`src/rtl/nbr_pkg.sv`:
```
package nbr_pkg;

    localparam int NUM_CE    = 4;
    localparam int OFF_DATA  = 'h00;
    localparam int OFF_WIDTH = 'h10;
    localparam int OFF_PINS  = 'h14;

    typedef enum logic [2:0] {
        ST_IDLE,
        ST_WR_LOW,
        ST_WR_HOLD,
        ST_RD_LOW,
        ST_RD_HOLD
    } strobe_st_e;

    // Packed so that the register bit positions match the host view:
    // bit7 wp_n, bit6 se_n, bits5:2 ce_n[3:0], bit1 ale, bit0 cle
    typedef struct packed {
        logic              wp_n;
        logic              se_n;
        logic [NUM_CE-1:0] ce_n;
        logic              ale;
        logic              cle;
    } pin_ctrl_t;

    localparam pin_ctrl_t PIN_CTRL_RST = '{
        wp_n: 1'b1,
        se_n: 1'b1,
        ce_n: {NUM_CE{1'b1}},
        ale:  1'b0,
        cle:  1'b0
    };

endpackage

```
`src/rtl/nbr_regs.sv`:
```
module nbr_regs
    import nbr_pkg::*;
(
    input  logic       clk,
    input  logic       rst_n,
    input  logic       wr_pins,
    input  logic       wr_width,
    input  logic [7:0] wdata,
    output pin_ctrl_t  pins_q,
    output logic       x8_mode_q
);

    always_ff @(posedge clk or negedge rst_n) begin
        if (!rst_n) begin
            pins_q <= PIN_CTRL_RST;
        end else if (wr_pins) begin
            pins_q <= pin_ctrl_t'(wdata);
        end
    end

    always_ff @(posedge clk or negedge rst_n) begin
        if (!rst_n) begin
            x8_mode_q <= 1'b1;
        end else if (wr_width) begin
            x8_mode_q <= wdata[0];
        end
    end

endmodule

```
`src/rtl/nbr_strobe_fsm.sv`:
```
module nbr_strobe_fsm
    import nbr_pkg::*;
#(
    parameter int STROBE_CYC = 3,
    parameter int HOLD_CYC   = 2
) (
    input  logic clk,
    input  logic rst_n,
    input  logic start_wr,
    input  logic start_rd,
    output logic we_n,
    output logic re_n,
    output logic drive_en,
    output logic sample_en,
    output logic busy,
    output logic done
);

    localparam int MAX_CYC = (STROBE_CYC > HOLD_CYC) ? STROBE_CYC : HOLD_CYC;
    localparam int CNT_W   = (MAX_CYC > 1) ? $clog2(MAX_CYC) : 1;
    localparam logic [CNT_W-1:0] LOW_LOAD  = CNT_W'(STROBE_CYC - 1);
    localparam logic [CNT_W-1:0] HOLD_LOAD = CNT_W'(HOLD_CYC - 1);

    strobe_st_e       state_q;
    logic [CNT_W-1:0] cnt_q;
    logic             done_q;
    logic             last_cyc;

    assign last_cyc = (cnt_q == '0);

    // State register and phase counter
    always_ff @(posedge clk or negedge rst_n) begin
        if (!rst_n) begin
            state_q <= ST_IDLE;
            cnt_q   <= '0;
            done_q  <= 1'b0;
        end else begin
            done_q <= 1'b0;
            unique case (state_q)
                ST_IDLE: begin
                    if (start_wr) begin
                        state_q <= ST_WR_LOW;
                        cnt_q   <= LOW_LOAD;
                    end else if (start_rd) begin
                        state_q <= ST_RD_LOW;
                        cnt_q   <= LOW_LOAD;
                    end
                end
                ST_WR_LOW: begin
                    if (last_cyc) begin
                        state_q <= ST_WR_HOLD;
                        cnt_q   <= HOLD_LOAD;
                    end else begin
                        cnt_q <= cnt_q - 1'b1;
                    end
                end
                ST_RD_LOW: begin
                    if (last_cyc) begin
                        state_q <= ST_RD_HOLD;
                        cnt_q   <= HOLD_LOAD;
                    end else begin
                        cnt_q <= cnt_q - 1'b1;
                    end
                end
                ST_WR_HOLD, ST_RD_HOLD: begin
                    if (last_cyc) begin
                        state_q <= ST_IDLE;
                        done_q  <= 1'b1;
                    end else begin
                        cnt_q <= cnt_q - 1'b1;
                    end
                end
                default: state_q <= ST_IDLE;
            endcase
        end
    end

    // Outputs decoded from the state
    always_comb begin
        we_n      = 1'b1;
        re_n      = 1'b1;
        drive_en  = 1'b0;
        sample_en = 1'b0;
        busy      = 1'b1;
        unique case (state_q)
            ST_IDLE:    busy = 1'b0;
            ST_WR_LOW: begin
                we_n     = 1'b0;
                drive_en = 1'b1;
            end
            ST_WR_HOLD: drive_en = 1'b1;
            ST_RD_LOW: begin
                re_n      = 1'b0;
                sample_en = last_cyc;
            end
            ST_RD_HOLD: ;
            default:    busy = 1'b0;
        endcase
    end

    assign done = done_q;


    strobe_excl_chk: assert property (@(posedge clk) disable iff (!rst_n)
        !(!we_n && !re_n));


    no_drive_in_read_chk: assert property (@(posedge clk) disable iff (!rst_n)
        !re_n |-> !drive_en);


    data_past_rise_chk: assert property (@(posedge clk) disable iff (!rst_n)
        $rose(we_n) |-> drive_en);


    done_after_idle_chk: assert property (@(posedge clk) disable iff (!rst_n)
        done |-> !busy);

endmodule

```
`src/rtl/nbr_io_path.sv`:
```
module nbr_io_path #(
    parameter int DATA_W = 16,
    parameter int LANE_W = 8
) (
    input  logic              clk,
    input  logic              rst_n,
    input  logic              x8_mode,
    input  logic              load_wdata,
    input  logic [DATA_W-1:0] wdata,
    input  logic              drive_en,
    input  logic [DATA_W-1:0] io_in,
    output logic [DATA_W-1:0] io_out,
    output logic [DATA_W-1:0] io_oe,
    output logic [DATA_W-1:0] rd_sample
);

    localparam int LANES = DATA_W / LANE_W;

    logic [LANES-1:0]  lane_en;
    logic [DATA_W-1:0] bit_mask;
    logic [DATA_W-1:0] wdata_q;

    for (genvar g = 0; g < LANES; g++) begin : g_lane
        if (g == 0) begin : g_base
            assign lane_en[g] = 1'b1;
        end else begin : g_wide
            assign lane_en[g] = ~x8_mode;
        end
        assign bit_mask[g*LANE_W +: LANE_W] = {LANE_W{lane_en[g]}};
    end

    always_ff @(posedge clk or negedge rst_n) begin
        if (!rst_n) begin
            wdata_q <= '0;
        end else if (load_wdata) begin
            wdata_q <= wdata;
        end
    end

    assign io_out    = wdata_q & bit_mask;
    assign io_oe     = drive_en ? bit_mask : '0;
    assign rd_sample = io_in & bit_mask;


    narrow_lanes_off_chk: assert property (@(posedge clk) disable iff (!rst_n)
        x8_mode |-> (io_oe[DATA_W-1:LANE_W] == '0));


    data_held_chk: assert property (@(posedge clk) disable iff (!rst_n)
        (drive_en && $past(drive_en)) |-> $stable(io_out));

endmodule

```
`src/rtl/nand_pin_bridge.sv`:
```
module nand_pin_bridge
    import nbr_pkg::*;
#(
    parameter int ADDR_W     = 5,
    parameter int DATA_W     = 16,
    parameter int LANE_W     = 8,
    parameter int STROBE_CYC = 3,
    parameter int HOLD_CYC   = 2
) (
    input  logic              clk,
    input  logic              rst_n,
    input  logic              host_req,
    input  logic              host_we,
    input  logic [ADDR_W-1:0] host_addr,
    input  logic [DATA_W-1:0] host_wdata,
    output logic [DATA_W-1:0] host_rdata,
    output logic              host_done,
    output logic              host_busy,
    output logic              nand_cle,
    output logic              nand_ale,
    output logic [NUM_CE-1:0] nand_ce_n,
    output logic              nand_se_n,
    output logic              nand_wp_n,
    output logic              nand_we_n,
    output logic              nand_re_n,
    output logic [DATA_W-1:0] nand_io_out,
    output logic [DATA_W-1:0] nand_io_oe,
    input  logic [DATA_W-1:0] nand_io_in
);

    localparam logic [ADDR_W-1:0] A_DATA  = ADDR_W'(OFF_DATA);
    localparam logic [ADDR_W-1:0] A_WIDTH = ADDR_W'(OFF_WIDTH);
    localparam logic [ADDR_W-1:0] A_PINS  = ADDR_W'(OFF_PINS);

    logic              accept;
    logic              hit_data;
    logic              hit_width;
    logic              hit_pins;
    logic              start_wr;
    logic              start_rd;
    logic              drive_en;
    logic              sample_en;
    logic              data_done;
    logic              reg_done_q;
    logic              x8_mode;
    pin_ctrl_t         pins_q;
    logic [DATA_W-1:0] rd_sample;
    logic [DATA_W-1:0] reg_view;
    logic [DATA_W-1:0] rdata_q;

    assign accept    = host_req && !host_busy;
    assign hit_data  = (host_addr == A_DATA);
    assign hit_width = (host_addr == A_WIDTH);
    assign hit_pins  = (host_addr == A_PINS);
    assign start_wr  = accept && hit_data && host_we;
    assign start_rd  = accept && hit_data && !host_we;

    nbr_regs u_regs (
        .clk       (clk),
        .rst_n     (rst_n),
        .wr_pins   (accept && hit_pins && host_we),
        .wr_width  (accept && hit_width && host_we),
        .wdata     (host_wdata[7:0]),
        .pins_q    (pins_q),
        .x8_mode_q (x8_mode)
    );

    nbr_strobe_fsm #(
        .STROBE_CYC (STROBE_CYC),
        .HOLD_CYC   (HOLD_CYC)
    ) u_fsm (
        .clk       (clk),
        .rst_n     (rst_n),
        .start_wr  (start_wr),
        .start_rd  (start_rd),
        .we_n      (nand_we_n),
        .re_n      (nand_re_n),
        .drive_en  (drive_en),
        .sample_en (sample_en),
        .busy      (host_busy),
        .done      (data_done)
    );

    nbr_io_path #(
        .DATA_W (DATA_W),
        .LANE_W (LANE_W)
    ) u_io (
        .clk        (clk),
        .rst_n      (rst_n),
        .x8_mode    (x8_mode),
        .load_wdata (start_wr),
        .wdata      (host_wdata),
        .drive_en   (drive_en),
        .io_in      (nand_io_in),
        .io_out     (nand_io_out),
        .io_oe      (nand_io_oe),
        .rd_sample  (rd_sample)
    );

    always_comb begin
        reg_view = '0;
        if (hit_pins) begin
            reg_view = DATA_W'(pins_q);
        end else if (hit_width) begin
            reg_view = DATA_W'(x8_mode);
        end
    end

    always_ff @(posedge clk or negedge rst_n) begin
        if (!rst_n) begin
            reg_done_q <= 1'b0;
            rdata_q    <= '0;
        end else begin
            reg_done_q <= accept && !hit_data;
            if (accept && !hit_data && !host_we) begin
                rdata_q <= reg_view;
            end else if (sample_en) begin
                rdata_q <= rd_sample;
            end
        end
    end

    assign host_done  = reg_done_q | data_done;
    assign host_rdata = rdata_q;
    assign nand_cle   = pins_q.cle;
    assign nand_ale   = pins_q.ale;
    assign nand_ce_n  = pins_q.ce_n;
    assign nand_se_n  = pins_q.se_n;
    assign nand_wp_n  = pins_q.wp_n;


    pins_frozen_busy_chk: assert property (@(posedge clk) disable iff (!rst_n)
        (host_busy && $past(host_busy)) |-> $stable(pins_q));


    reg_no_strobe_chk: assert property (@(posedge clk) disable iff (!rst_n)
        reg_done_q |-> (nand_we_n && nand_re_n));


    no_done_mid_op_chk: assert property (@(posedge clk) disable iff (!rst_n)
        (host_busy && $past(host_busy)) |-> !host_done);

endmodule

```
`config.mk`:
```
export PLATFORM = sky130hd
export DESIGN_NAME = nand_pin_bridge
export DESIGN_NICKNAME = d
export VERILOG_FILES = /design/src/rtl/nbr_pkg.sv /design/src/rtl/nbr_regs.sv /design/src/rtl/nbr_strobe_fsm.sv /design/src/rtl/nbr_io_path.sv /design/src/rtl/nand_pin_bridge.sv
export SDC_FILE = /design/constraint.sdc
export NUM_CORES = 1
export LEC_CHECK = 0
export ABC_AREA = 1
export ABC_CLOCK_PERIOD_IN_PS = 2820
export BUFFER_PORTS_ARGS = -buffer_cell sky130_fd_sc_hd__buf_2
export CAP_MARGIN = 20
export CORE_MARGIN = 5
export CORE_UTILIZATION = 40
export CTS_CLUSTER_DIAMETER = 100
export DETAILED_ROUTE_END_ITERATION = 8
export GPL_TIMING_DRIVEN = 0
export PLACE_DENSITY = 0.76
export SLEW_MARGIN = 20
export SYNTH_ARGS = -nofsm -noshare
export SYNTH_HDL_FRONTEND = slang
export SYNTH_SLANG_ARGS = --single-unit
```
`constraint.sdc`:
```
create_clock -name clk -period 2.82 [get_ports clk]
set_clock_uncertainty 0.2 [all_clocks]
set_input_delay 0.282 -clock clk [delete_from_list [all_inputs] [get_ports clk]]
set_output_delay 0.282 -clock clk [all_outputs]
set_load 0.01 [all_outputs]
```
==> flow_summary.json <==
{
  "status": "finished clean",
  "max_freq_mhz": 411,
  "syn_nets": 328,
  "die_area_mm2": 0.00773,
  "io_pins": 101,
  "slew_headroom": 0.513,
  "gp_congestion": 0.844,
  "syn_area_per_cell_um2": 8.52,
  "grt_setup_unrepaired": "no",
  "cp_max_fo": 10,
  "synth-seq-cells": 48,
  "coreArea_mm2": 0.00592,
  "crit_type": "reg2out",
  "maxCapViolCount": 0,
  "root_buffer": "clkbuf_8",
  "overflow": 0,
  "diodes": 0,
  "numCtsBuffers": 5,
  "clock_latency_ns": 0.29,
  "setup_violations": 0,
  "drc": 0,
  "nNetsFinal": 437,
  "slew_viol_final": 0,
  "fin_crit_ns": 2.43,
  "internal-power_mw": 1.88,
  "p_sw_frac": 0.391,
  "utilization": 0.530,
  "cts_max_level": 2,
  "areaGrowthSynthToFinish_pct": 29.1,
  "worstPathRequired_ns": 2.34,
  "p_leak_nw": 1.80,
  "dr.pass1.iters": 4,
  "ir_drop_v": 0.000549,
  "grt_usage": 0.158,
  "synth_seq_area_share": 0.498,
  "via_count": 2194,
  "synthTopCellsByArea": "dfrtp_1 (42%), nand2_1 (9.3%), dfstp_2 (7.6%), buf_4 (7.4%), nand3_1 (7.0%)",
  "grt_pass1_vias": 2150,
  "power.density_mw_per_mm2": 985,
  "synth_cells": 285,
  "ff2ff_setup_slack_ns": 0.93,
  "cp-end-kind": "output port",
  "power_frac_clock": 0.133,
  "cts_tree": "done",
  "synth_area_mm2": 0.00243,
  "rows": 28,
  "pwr-share-seq": 0.345,
  "drtIter0Drc": 68,
  "nFillCells": 577,
  "start_util": 0.410,
  "via_per_inst": 4.67,
  "hpwl_mm": 4.63,
  "synth_top_cell_area_share": 0.422,
  "setup_tns_ns": 0,
  "cts_buffer_depth": 2,
  "clkTransAtPathRegs_ns": 0.08,
  "wl_per_cell_um": 12.5,
  "synth_cell_type_count": 30,
  "wirelength_mm": 5.87,
  "ant_nets": 0,
  "grt_pass1_wl_mm": 9.58,
  "crit_arrival_ns": 1.95,
  "drive_gt1_frac": 0.425,
  "fin_crit_sh": 0.863,
  "cts_sinks": 48,
  "hold_path.class": "in2reg",
  "power_frac_comb": 0.521,
  "startpoint_type": "register",
  "fp.dieW_um": 87.9,
  "dieHeight_um": 87.9,
  "place.port_buffers": 100,
  "grt_start_max_net_pins": 49,
  "antenna_found_initial": 0,
  "worstMarginPinSlew_ns": 0.725,
  "hold_violations": 0,
  "yosysTopAreaCell": "dfrtp_1",
  "p_sw_mw": 1.21,
  "yosysWarnings": 0
}
==> metal layers <==
| layer | share of wire | GRT usage |
|---|---|---|
| met1 | 0.41 | 0.179 |
| met2 | 0.51 | 0.290 |
| met3 | 0.080 | 0.0527 |
| met4 | 0.0038 | 0.0293 |
| met5 | 0 | 0 |
==> cells in the final DEF, fill, tap and decap left out, drive strengths merged <==
master	netlist	layout
nor3	3	3
a21oi	9	9
clkbuf	1	9
buf	30	130
nand2	65	65
dfrtp	41	41
inv	32	32
or2	1	1
dlygate4sd3	0	2
clkinv	1	1
nand3b	1	1
nor2	27	27
nand4	9	9
nand3	34	34
dfstp	7	7
o2bb2ai	1	1
o21ai	20	20
ha	2	2
o22ai	1	1
==> final timing paths <==
check | from | end | cells after the start
worst max-delay path | u_regs.x8_mode_q | nand_io_oe[11] | 4
worst min-delay path | nand_io_in[5] | host_rdata[5] | 3
worst max register to register | u_fsm.cnt_q[0] | host_rdata[0] | 8
worst min register to register | u_regs.pins_q[4] | u_regs.pins_q[4] | 2
max in group asynchronous | rst_n | host_rdata[12] | 2
min in group asynchronous | rst_n | u_io.wdata_q[5] | 2
==> Yosys cell counts (all sizes together) <==
| cell type | number |
|---|---|
| o2bb2ai | 1 |
| o21ai | 20 |
| or2 | 1 |
| nand4 | 9 |
| dfrtp | 41 |
| nand3 | 34 |
| clkbuf | 1 |
| ha | 2 |
| dfstp | 7 |
| a21oi | 9 |
| nor3 | 3 |
| inv | 32 |
| nand3b | 1 |
| nor2 | 27 |
| clkinv | 1 |
| nand2 | 65 |
| o22ai | 1 |
| buf | 30 |
==> kinds of logic (layout without fill, tap and decap cells) <==
group,Yosys count,in the layout,share of synthesized area
adder cells (fa/ha/maj),2,2,0.0103
AO/OA/AOI/OAI,31,31,0.0829
AND/OR/NAND/NOR,140,140,0.267
buffers and inverters,64,174,0.142
flip-flops,48,48,0.498
==> power groups by stage <==
stage          Clock, mW  Sequential (mW)  Combinational [mW]
2_1_floorplan          0             1.13               0.998
3_3_place_gp           0             1.07                1.59
3_5_place_dp           0             1.08                1.64
4_1_cts            0.427             1.07                1.64
5_1_grt            0.461             1.10                1.81
6_report           0.412             1.07                1.61
==> registers in the layout, summed over array words and instances (netlist names) <==
signal	count
host_rdata	16
u_io.wdata_q	16
u_regs.pins_q	8
u_fsm.state_q	3
u_fsm.cnt_q	2
reg_done_q	1
u_fsm.done	1
u_regs.x8_mode_q	1
==> final cells by class <==
class	count	area, um^2	share of cell area
flip-flops and latches	48	1210	0.386
multi-input cells	173	875	0.279
repair buffers	102	523	0.167
plain buffers	31	220	0.0702
inverters	33	124	0.0395
well taps	75	93.8	0.0299
clock buffers	8	90.1	0.0287
==> repair_timing <==
item | in CTS | in global routing
hold buffers | 0 | 2
buffers inserted | 0 | 0
resized for setup | 0 | 0
hold endpoints to repair | 0 | 42
==> worst max-delay path, stage by stage, from the launching register on <==
cell,delay [ns]
dfstp_2,0.39
clkbuf_1,0.26
nor3_1,0.68
buf_4,0.22
buf_2,0.12
==> metrics by stage <==
step                      area [um^2]  cells  hold slack [ns]  power [mW]  setup slack [ns]
after floorplan                  2430    285           -0.214        2.12             0.882
after global placement           3020    460            0.271        2.66             0.734
after detailed placement         3020    460            0.279        2.72             0.667
after CTS                        3110    468          0.00122        3.13             0.332
after global routing             3140    470          0.00981        3.37             0.155
final                            3140    470           0.0110        3.09             0.385
Power figures use the tool's default switching activity.
